**config.mk**
```make
export PLATFORM = sky130hd
export DESIGN_NAME = bus_recov_gate
export DESIGN_NICKNAME = d
export VERILOG_FILES = /design/src/rtl/bus_recov_pkg.sv /design/src/rtl/recov_regfile.sv /design/src/rtl/recov_history.sv /design/src/rtl/recov_decide.sv /design/src/rtl/bus_recov_gate.sv
export SDC_FILE = /design/constraint.sdc
export NUM_CORES = 1
export LEC_CHECK = 0
export BUFFER_PORTS_ARGS = -buffer_cell sky130_fd_sc_hd__buf_4
export CAP_MARGIN = 15
export CORE_ASPECT_RATIO = 0.9
export CORE_UTILIZATION = 55
export DETAILED_ROUTE_END_ITERATION = 7
export HOLD_SLACK_MARGIN = 0.08
export MAX_ROUTING_LAYER = met4
export PLACE_DENSITY = 0.85
export SYNTH_ARGS = -nofsm -noshare
export SYNTH_HDL_FRONTEND = slang
export SYNTH_SLANG_ARGS = --single-unit
export TNS_END_PERCENT = 10
```
**constraint.sdc**
```tcl
create_clock -name clk -period 3.71 [get_ports clk]
set_clock_uncertainty 0.2 [all_clocks]
set_input_delay 0.5565 -clock clk [delete_from_list [all_inputs] [get_ports clk]]
set_output_delay 0.5565 -clock clk [all_outputs]
set_load 0.02 [all_outputs]
```
**src/rtl/bus_recov_pkg.sv**
```systemverilog
package bus_recov_pkg;

  typedef enum logic {
    ACC_WR = 1'b0,
    ACC_RD = 1'b1
  } acc_kind_e;

  // Attributes of the most recently granted access, channel kept apart
  typedef struct packed {
    logic      seen;   // an access has been granted since reset
    acc_kind_e kind;
    logic      sdram;
  } hist_flags_t;

endpackage

```
**src/rtl/recov_regfile.sv**
```systemverilog
module recov_regfile #(
  parameter int NCH   = 4,
  parameter int CNT_W = 4,
  parameter int REG_W = 16,
  localparam int CH_W = (NCH > 1) ? $clog2(NCH) : 1
) (
  input  logic                   clk,
  input  logic                   rst_n,
  input  logic                   cfg_we,
  input  logic [CH_W-1:0]        cfg_waddr,
  input  logic [REG_W-1:0]       cfg_wdata,
  input  logic [NCH-1:0]         ch_en,
  input  logic [CH_W-1:0]        cfg_raddr,
  output logic [REG_W-1:0]       cfg_rdata,
  output logic [NCH*CNT_W-1:0]   cnt_flat
);

  logic [CNT_W-1:0] field_q [NCH];

  for (genvar i = 0; i < NCH; i++) begin : g_ch
    localparam logic [CH_W-1:0] IDX = CH_W'(i);
    logic hit;
    assign hit = cfg_we && (cfg_waddr == IDX) && !ch_en[i];

    always_ff @(posedge clk) begin
      if (!rst_n)   field_q[i] <= '0;
      else if (hit) field_q[i] <= cfg_wdata[CNT_W-1:0];
    end

    assign cnt_flat[i*CNT_W +: CNT_W] = field_q[i];

    // writes to an enabled channel leave it untouched
    a_r3_locked_write: assert property (@(posedge clk) disable iff (!rst_n)
      (cfg_we && cfg_waddr == IDX && ch_en[i]) |=> (field_q[i] == $past(field_q[i])));

    // an open channel takes the low bits of the write data
    a_r2_open_write: assert property (@(posedge clk) disable iff (!rst_n)
      (cfg_we && cfg_waddr == IDX && !ch_en[i]) |=> (field_q[i] == $past(cfg_wdata[CNT_W-1:0])));
  end

  always_comb begin
    cfg_rdata = '0;
    cfg_rdata[CNT_W-1:0] = field_q[cfg_raddr];
  end

endmodule

```
**src/rtl/recov_history.sv**
```systemverilog
module recov_history
  import bus_recov_pkg::*;
#(
  parameter int CH_W  = 2,
  parameter int CNT_W = 4
) (
  input  logic             clk,
  input  logic             rst_n,
  input  logic             grant,
  input  logic [CH_W-1:0]  acc_ch,
  input  acc_kind_e        acc_kind,
  input  logic             acc_sdram,
  output hist_flags_t      hist,
  output logic [CH_W-1:0]  hist_ch,
  output logic [CNT_W-1:0] idle_cnt
);

  localparam logic [CNT_W-1:0] IDLE_MAX = '1;

  always_ff @(posedge clk) begin
    if (!rst_n) begin
      hist     <= '{seen: 1'b0, kind: ACC_WR, sdram: 1'b0};
      hist_ch  <= '0;
      idle_cnt <= '0;
    end else if (grant) begin
      hist     <= '{seen: 1'b1, kind: acc_kind, sdram: acc_sdram};
      hist_ch  <= acc_ch;
      idle_cnt <= '0;
    end else if (idle_cnt != IDLE_MAX) begin
      idle_cnt <= idle_cnt + 1'b1;
    end
  end

  // credit restarts after every grant
  a_r9_idle_clear: assert property (@(posedge clk) disable iff (!rst_n)
    grant |=> (idle_cnt == '0));

  // credit saturates instead of wrapping
  a_r9_idle_sat: assert property (@(posedge clk) disable iff (!rst_n)
    (!grant && idle_cnt == IDLE_MAX) |=> (idle_cnt == IDLE_MAX));

endmodule

```
**src/rtl/recov_decide.sv**
```systemverilog
module recov_decide
  import bus_recov_pkg::*;
#(
  parameter int NCH   = 4,
  parameter int CNT_W = 4,
  localparam int CH_W = (NCH > 1) ? $clog2(NCH) : 1
) (
  input  logic                 clk,
  input  logic                 rst_n,
  input  logic [NCH*CNT_W-1:0] cnt_flat,
  input  hist_flags_t          hist,
  input  logic [CH_W-1:0]      hist_ch,
  input  logic [CNT_W-1:0]     idle_cnt,
  input  logic [CH_W-1:0]      req_ch,
  input  acc_kind_e            req_kind,
  input  logic                 req_sdram,
  output logic                 ready
);

  logic [CNT_W-1:0] prev_cnt;
  logic             needs_recov;
  logic [CNT_W-1:0] need;

  always_comb begin
    prev_cnt    = cnt_flat[hist_ch*CNT_W +: CNT_W];
    needs_recov = hist.seen && (hist.kind == ACC_RD) && !hist.sdram && !req_sdram &&
                  ((req_kind == ACC_WR) || (req_ch != hist_ch));
    need        = needs_recov ? prev_cnt : '0;
    ready       = (idle_cnt >= need);
  end

  // same-channel back-to-back reads are never held
  a_r6_same_read: assert property (@(posedge clk) disable iff (!rst_n)
    (hist.kind == ACC_RD && req_kind == ACC_RD && req_ch == hist_ch) |-> ready);

  // no post-read recovery after a write
  a_r7_after_write: assert property (@(posedge clk) disable iff (!rst_n)
    (hist.kind == ACC_WR) |-> ready);

  // SDRAM on either side never waits
  a_r8_sdram_free: assert property (@(posedge clk) disable iff (!rst_n)
    (req_sdram || hist.sdram) |-> ready);

endmodule

```
**src/rtl/bus_recov_gate.sv**
```systemverilog
module bus_recov_gate
  import bus_recov_pkg::*;
#(
  parameter int NCH   = 4,
  parameter int CNT_W = 4,
  parameter int REG_W = 16,
  localparam int CH_W = (NCH > 1) ? $clog2(NCH) : 1
) (
  input  logic             clk,
  input  logic             rst_n,
  input  logic             cfg_we,
  input  logic [CH_W-1:0]  cfg_waddr,
  input  logic [REG_W-1:0] cfg_wdata,
  input  logic [CH_W-1:0]  cfg_raddr,
  output logic [REG_W-1:0] cfg_rdata,
  input  logic [NCH-1:0]   ch_en,
  input  logic             req_valid,
  output logic             req_ready,
  input  logic [CH_W-1:0]  req_ch,
  input  logic             req_wr,
  input  logic             req_sdram
);

  logic [NCH*CNT_W-1:0] cnt_flat;
  hist_flags_t          hist;
  logic [CH_W-1:0]      hist_ch;
  logic [CNT_W-1:0]     idle_cnt;
  acc_kind_e            req_kind;
  logic                 grant;

  assign req_kind = req_wr ? ACC_WR : ACC_RD;
  assign grant    = req_valid && req_ready;

  recov_regfile #(.NCH(NCH), .CNT_W(CNT_W), .REG_W(REG_W)) u_regs (
    .clk(clk), .rst_n(rst_n),
    .cfg_we(cfg_we), .cfg_waddr(cfg_waddr), .cfg_wdata(cfg_wdata),
    .ch_en(ch_en), .cfg_raddr(cfg_raddr), .cfg_rdata(cfg_rdata),
    .cnt_flat(cnt_flat)
  );

  recov_history #(.CH_W(CH_W), .CNT_W(CNT_W)) u_hist (
    .clk(clk), .rst_n(rst_n), .grant(grant),
    .acc_ch(req_ch), .acc_kind(req_kind), .acc_sdram(req_sdram),
    .hist(hist), .hist_ch(hist_ch), .idle_cnt(idle_cnt)
  );

  recov_decide #(.NCH(NCH), .CNT_W(CNT_W)) u_dec (
    .clk(clk), .rst_n(rst_n), .cnt_flat(cnt_flat),
    .hist(hist), .hist_ch(hist_ch), .idle_cnt(idle_cnt),
    .req_ch(req_ch), .req_kind(req_kind), .req_sdram(req_sdram),
    .ready(req_ready)
  );

  // a held request becomes grantable only as credit grows; once
  // ready with no grant and unchanged attributes, it stays ready
  a_r11_ready_sticky: assert property (@(posedge clk) disable iff (!rst_n)
    (req_ready && !req_valid && $stable(req_ch) && $stable(req_wr) && $stable(req_sdram))
    |=> (req_ready || $changed(req_ch) || $changed(req_wr) || $changed(req_sdram)));

  // upper readback bits stay zero
  a_r1_upper_zero: assert property (@(posedge clk) disable iff (!rst_n)
    (cfg_rdata >> CNT_W) == '0);

endmodule

```
==> metrics.md <==
| Metric | Value |
|---|---|
| Status | `finished clean` |
| Initial antenna violation count | `0` |
| Fill cells | `216` |
| First-pass GRT wire length | `4519 um` |
| Number of synthesized register bits | `25` |
| Final Cycle Share | `~93%` |
| Fin. max-slew vios | `0` |
| Max-cap violations | `0` |
| Syn. warnings | `0` |
| Root buffer selected by CTS | `clkbuf_4` |
| Switch share | `just under 30%` |
| CP Capture Type | `primary output` |
| Iteration-0 DRC Markers | `slightly below 60` |
| Largest fanout on the critical path | `9` |
| Unique masters post-synth | `36` |
| Final setup vio count | `0` |
| Cts hold-fix bufs | `0` |
| Setup TNS Final | `0 ns` |
| EDFF count, synth | `16` |
| Reg2Reg Depth | `6` |
| CTS sink count | `25` |
| CP Launch Point | `u_hist.hist_ch[0]` |
| GPL Wtd Cong | `just over 0.8` |
| Reg clk slew, reported paths | `~0.15 ns` |
| Remaining Overflow, GRT | `0` |
| Top-Level Pins | `49` |
| Wire per inst | `roughly 14 um` |
| Largest net degree at the start of global routing | `22` |
| Hpwl dp | `~2400 um` |
| Setup bufs post-CTS | `0` |
| R2r endpoint | `u_hist.idle_cnt[3]` |
| RSZ-0062 raised after global routing | `false` |
| Fin crit period | `roughly 3.4 ns` |
| Vias per Instance | `5.552` |
| Initial Util | `58.42%` |
| Leading cell type in the layout, fill and taps excluded | `buf_4` |
| Post-Syn Instances | `approximately 140` |
| Combinational share of power | `about a fifth` |
| Post-CTS sizing | `0` |
| Crit path DAT | `about 2.7 ns` |
| Final hold vios | `0` |
| Worst-Margin Slew | `roughly 0.73 ns` |
| Antenna cell count | `0` |
| Top_reg_cell synth | `edfxtp_1` |
| Critical path type | `reg -> out` |
| Row cnt | `18` |
| Die area | `between 3000 and 4000 um^2` |
| Reg2reg start | `u_hist.hist_ch[0]` |
| Port bufs | `24` |
| Slew margin rel. | `50.82%` |
| GRT Total Usage | `20.55%` |
| Critical Path Sink | `req_ready` |
| Num CTS Buffers | `3` |
| Hold Crit Class | `reg -> reg` |
| Core area | `around 2700 um^2` |
| CP required | `just under 3 ns` |
| R2R Setup Slk | `roughly 0.9 ns` |
| PD cells | `~330 nW/um^2` |
| Sw Pwr | `between 0.15 and 0.2 mW` |
| Power Internal | `between 0.4 and 0.5 mW` |
| Asr flop ratio synth | `0%` |
| Post-Syn Area | `1605 um^2` |
| Die Width | `~60 um` |
| DRC Markers | `0` |
| Die height | `between 50 and 60 um` |
| Layout area overhead | `11.85%` |
| CTS H-tree lvls | `1` |
| CTS tree | `built` |
| Vias in the first global route | `971` |
| Post-layout nets | `199` |
| Seq/Total Area, Yosys | `between 40% and 50%` |
| Total Wirelength | `2901 um` |
| Share of total power in sequential cells | `a little under three fifths` |
| Fraction of layout cells with a size suffix above 1 | `26.09%` |
| Vias | `approximately 1,100` |
| Syn avg cell area | `around 12 um^2` |
| Leak | `around 0.67 nW` |
| Commonest non-fill, non-tap cells in the layout | `24 x buf_4, 18 x and2_1, 16 x edfxtp_1, 12 x conb_1` |
| Power Total | `between 0.5 and 0.6 mW` |
| Pre-antenna DRT Iters | `4` |
| F_max | `roughly 290 MHz` |
| Max clock buf depth | `2` |
| Worst-Skew Late Latency | `roughly 0.32 ns` |
| Clk pwr share | `roughly 23%` |
| CP startpoint kind | `flop` |
| Antenna Nets Post-Route | `0` |
| Max VDD drop | `0.0001958 V` |
## per-stage QoR
stage          hold WS, ns  worst slack [ns]  instance area [um^2]  utilization [%]  std cells
2_1_floorplan       0.2413             1.024                  1647                -        150
3_3_place_gp        0.2850            0.5652                  1764            64.21        197
3_5_place_dp        0.2931            0.5673                  1764            64.21        197
4_1_cts             0.3104            0.2474                  1795            65.35        201
5_1_grt             0.3151            0.1332                  1795            65.35        201
6_report            0.3045            0.2699                  1795            65.35        201
## state kept, by name, indices dropped and copies added (netlist names)
signal / cells
u_hist.hist: 3
u_hist.hist_ch: 2
u_hist.idle_cnt: 4
u_regs.field_q: 16
## logic make-up (layout without fill, tap and decap cells)
logic type,after synthesis,count (layout),share of synthesized area (%)
fa+ha+maj,5,5,3.897
buf+inv,19,30,7.483
mux,9,9,11.85
simple gates,55,55,19.64
compound gates,22,22,14.11
xor+xnor,3,3,1.637
other cells,1,12,0.2336
flops,25,25,41.15
## synthesized netlist by cell type (all sizes together) (3+ instances only)
master   count  area [um^2]
and2        18        112.6
edfxtp      16        480.5
buf         15        105.1
nand2       10        37.54
nand3       10        50.05
dfxtp        9        180.2
mux4         8        180.2
ha           5        62.56
o2111ai      4        35.03
o22a         4        35.03
or3          4        25.02
nand2b       3        18.77
nor2         3        11.26
o21ai        3        26.28
## worst min path at each step
| stage | slack [ns] | depth (start not counted) | endpoint | start |
|---|---|---|---|---|
| CTS | 0.31 | 2 | u_hist.hist[1] | u_hist.hist[1] |
| detailed placement | 0.29 | 2 | u_hist.hist[1] | u_hist.hist[1] |
| global placement | 0.29 | 2 | u_hist.hist[1] | u_hist.hist[1] |
| global route | 0.32 | 2 | u_regs.field_q[2][3] | cfg_wdata[3] |
| finish | 0.30 | 2 | u_hist.hist[1] | u_hist.hist[1] |
| floorplan | 0.24 | 1 | u_hist.hist[2] | u_hist.hist[2] |
## worst max-delay path: stages, from the launching register on
cell and delay, ns:
dfxtp_1 0.58, mux4_2 0.54, and2_1 0.17, ha_1 0.30
nor3b_4 0.40, o21ai_4 0.17, buf_4 0.20
## power groups by stage
stage                     clock network, mW  registers (mW)  logic, mW
after floorplan                           0           0.328     0.0952
after global placement                    0           0.336      0.116
after detailed placement                  0           0.339      0.119
after CTS                             0.135           0.332      0.120
after global routing                  0.145           0.335      0.129
final                                 0.132           0.332      0.119
## routing by layer
| layer | wire [um] | vias to the layer above | track usage [%] | part of all wire, % |
|---|---|---|---|---|
| met3 | 177 | 2 | 4.645 | 6.1 |
| met1 | 1154 | 518 | 23.90 | 40 |
| met4 | 21 | 0 | 7.143 | 0.72 |
| met2 | 1548 | 48 | 35.23 | 53 |
| li1 | - | 548 | - | - |
| met5 | 0 | - | - | 0 |
## layout make-up
cell class,instances,area (um^2),share of cell area (%)
Clock buffer,3,22.52,1.254
Clock inverter,1,8.758,0.4878
Inverter,2,7.507,0.4181
Multi-Input combinational cell,106,865.8,48.22
Sequential cell,25,660.6,36.79
Tap cell,40,50.05,2.787
Timing Repair Buffer,24,180.2,10.03
No activity file was read; power rests on OpenSTA's default activity.
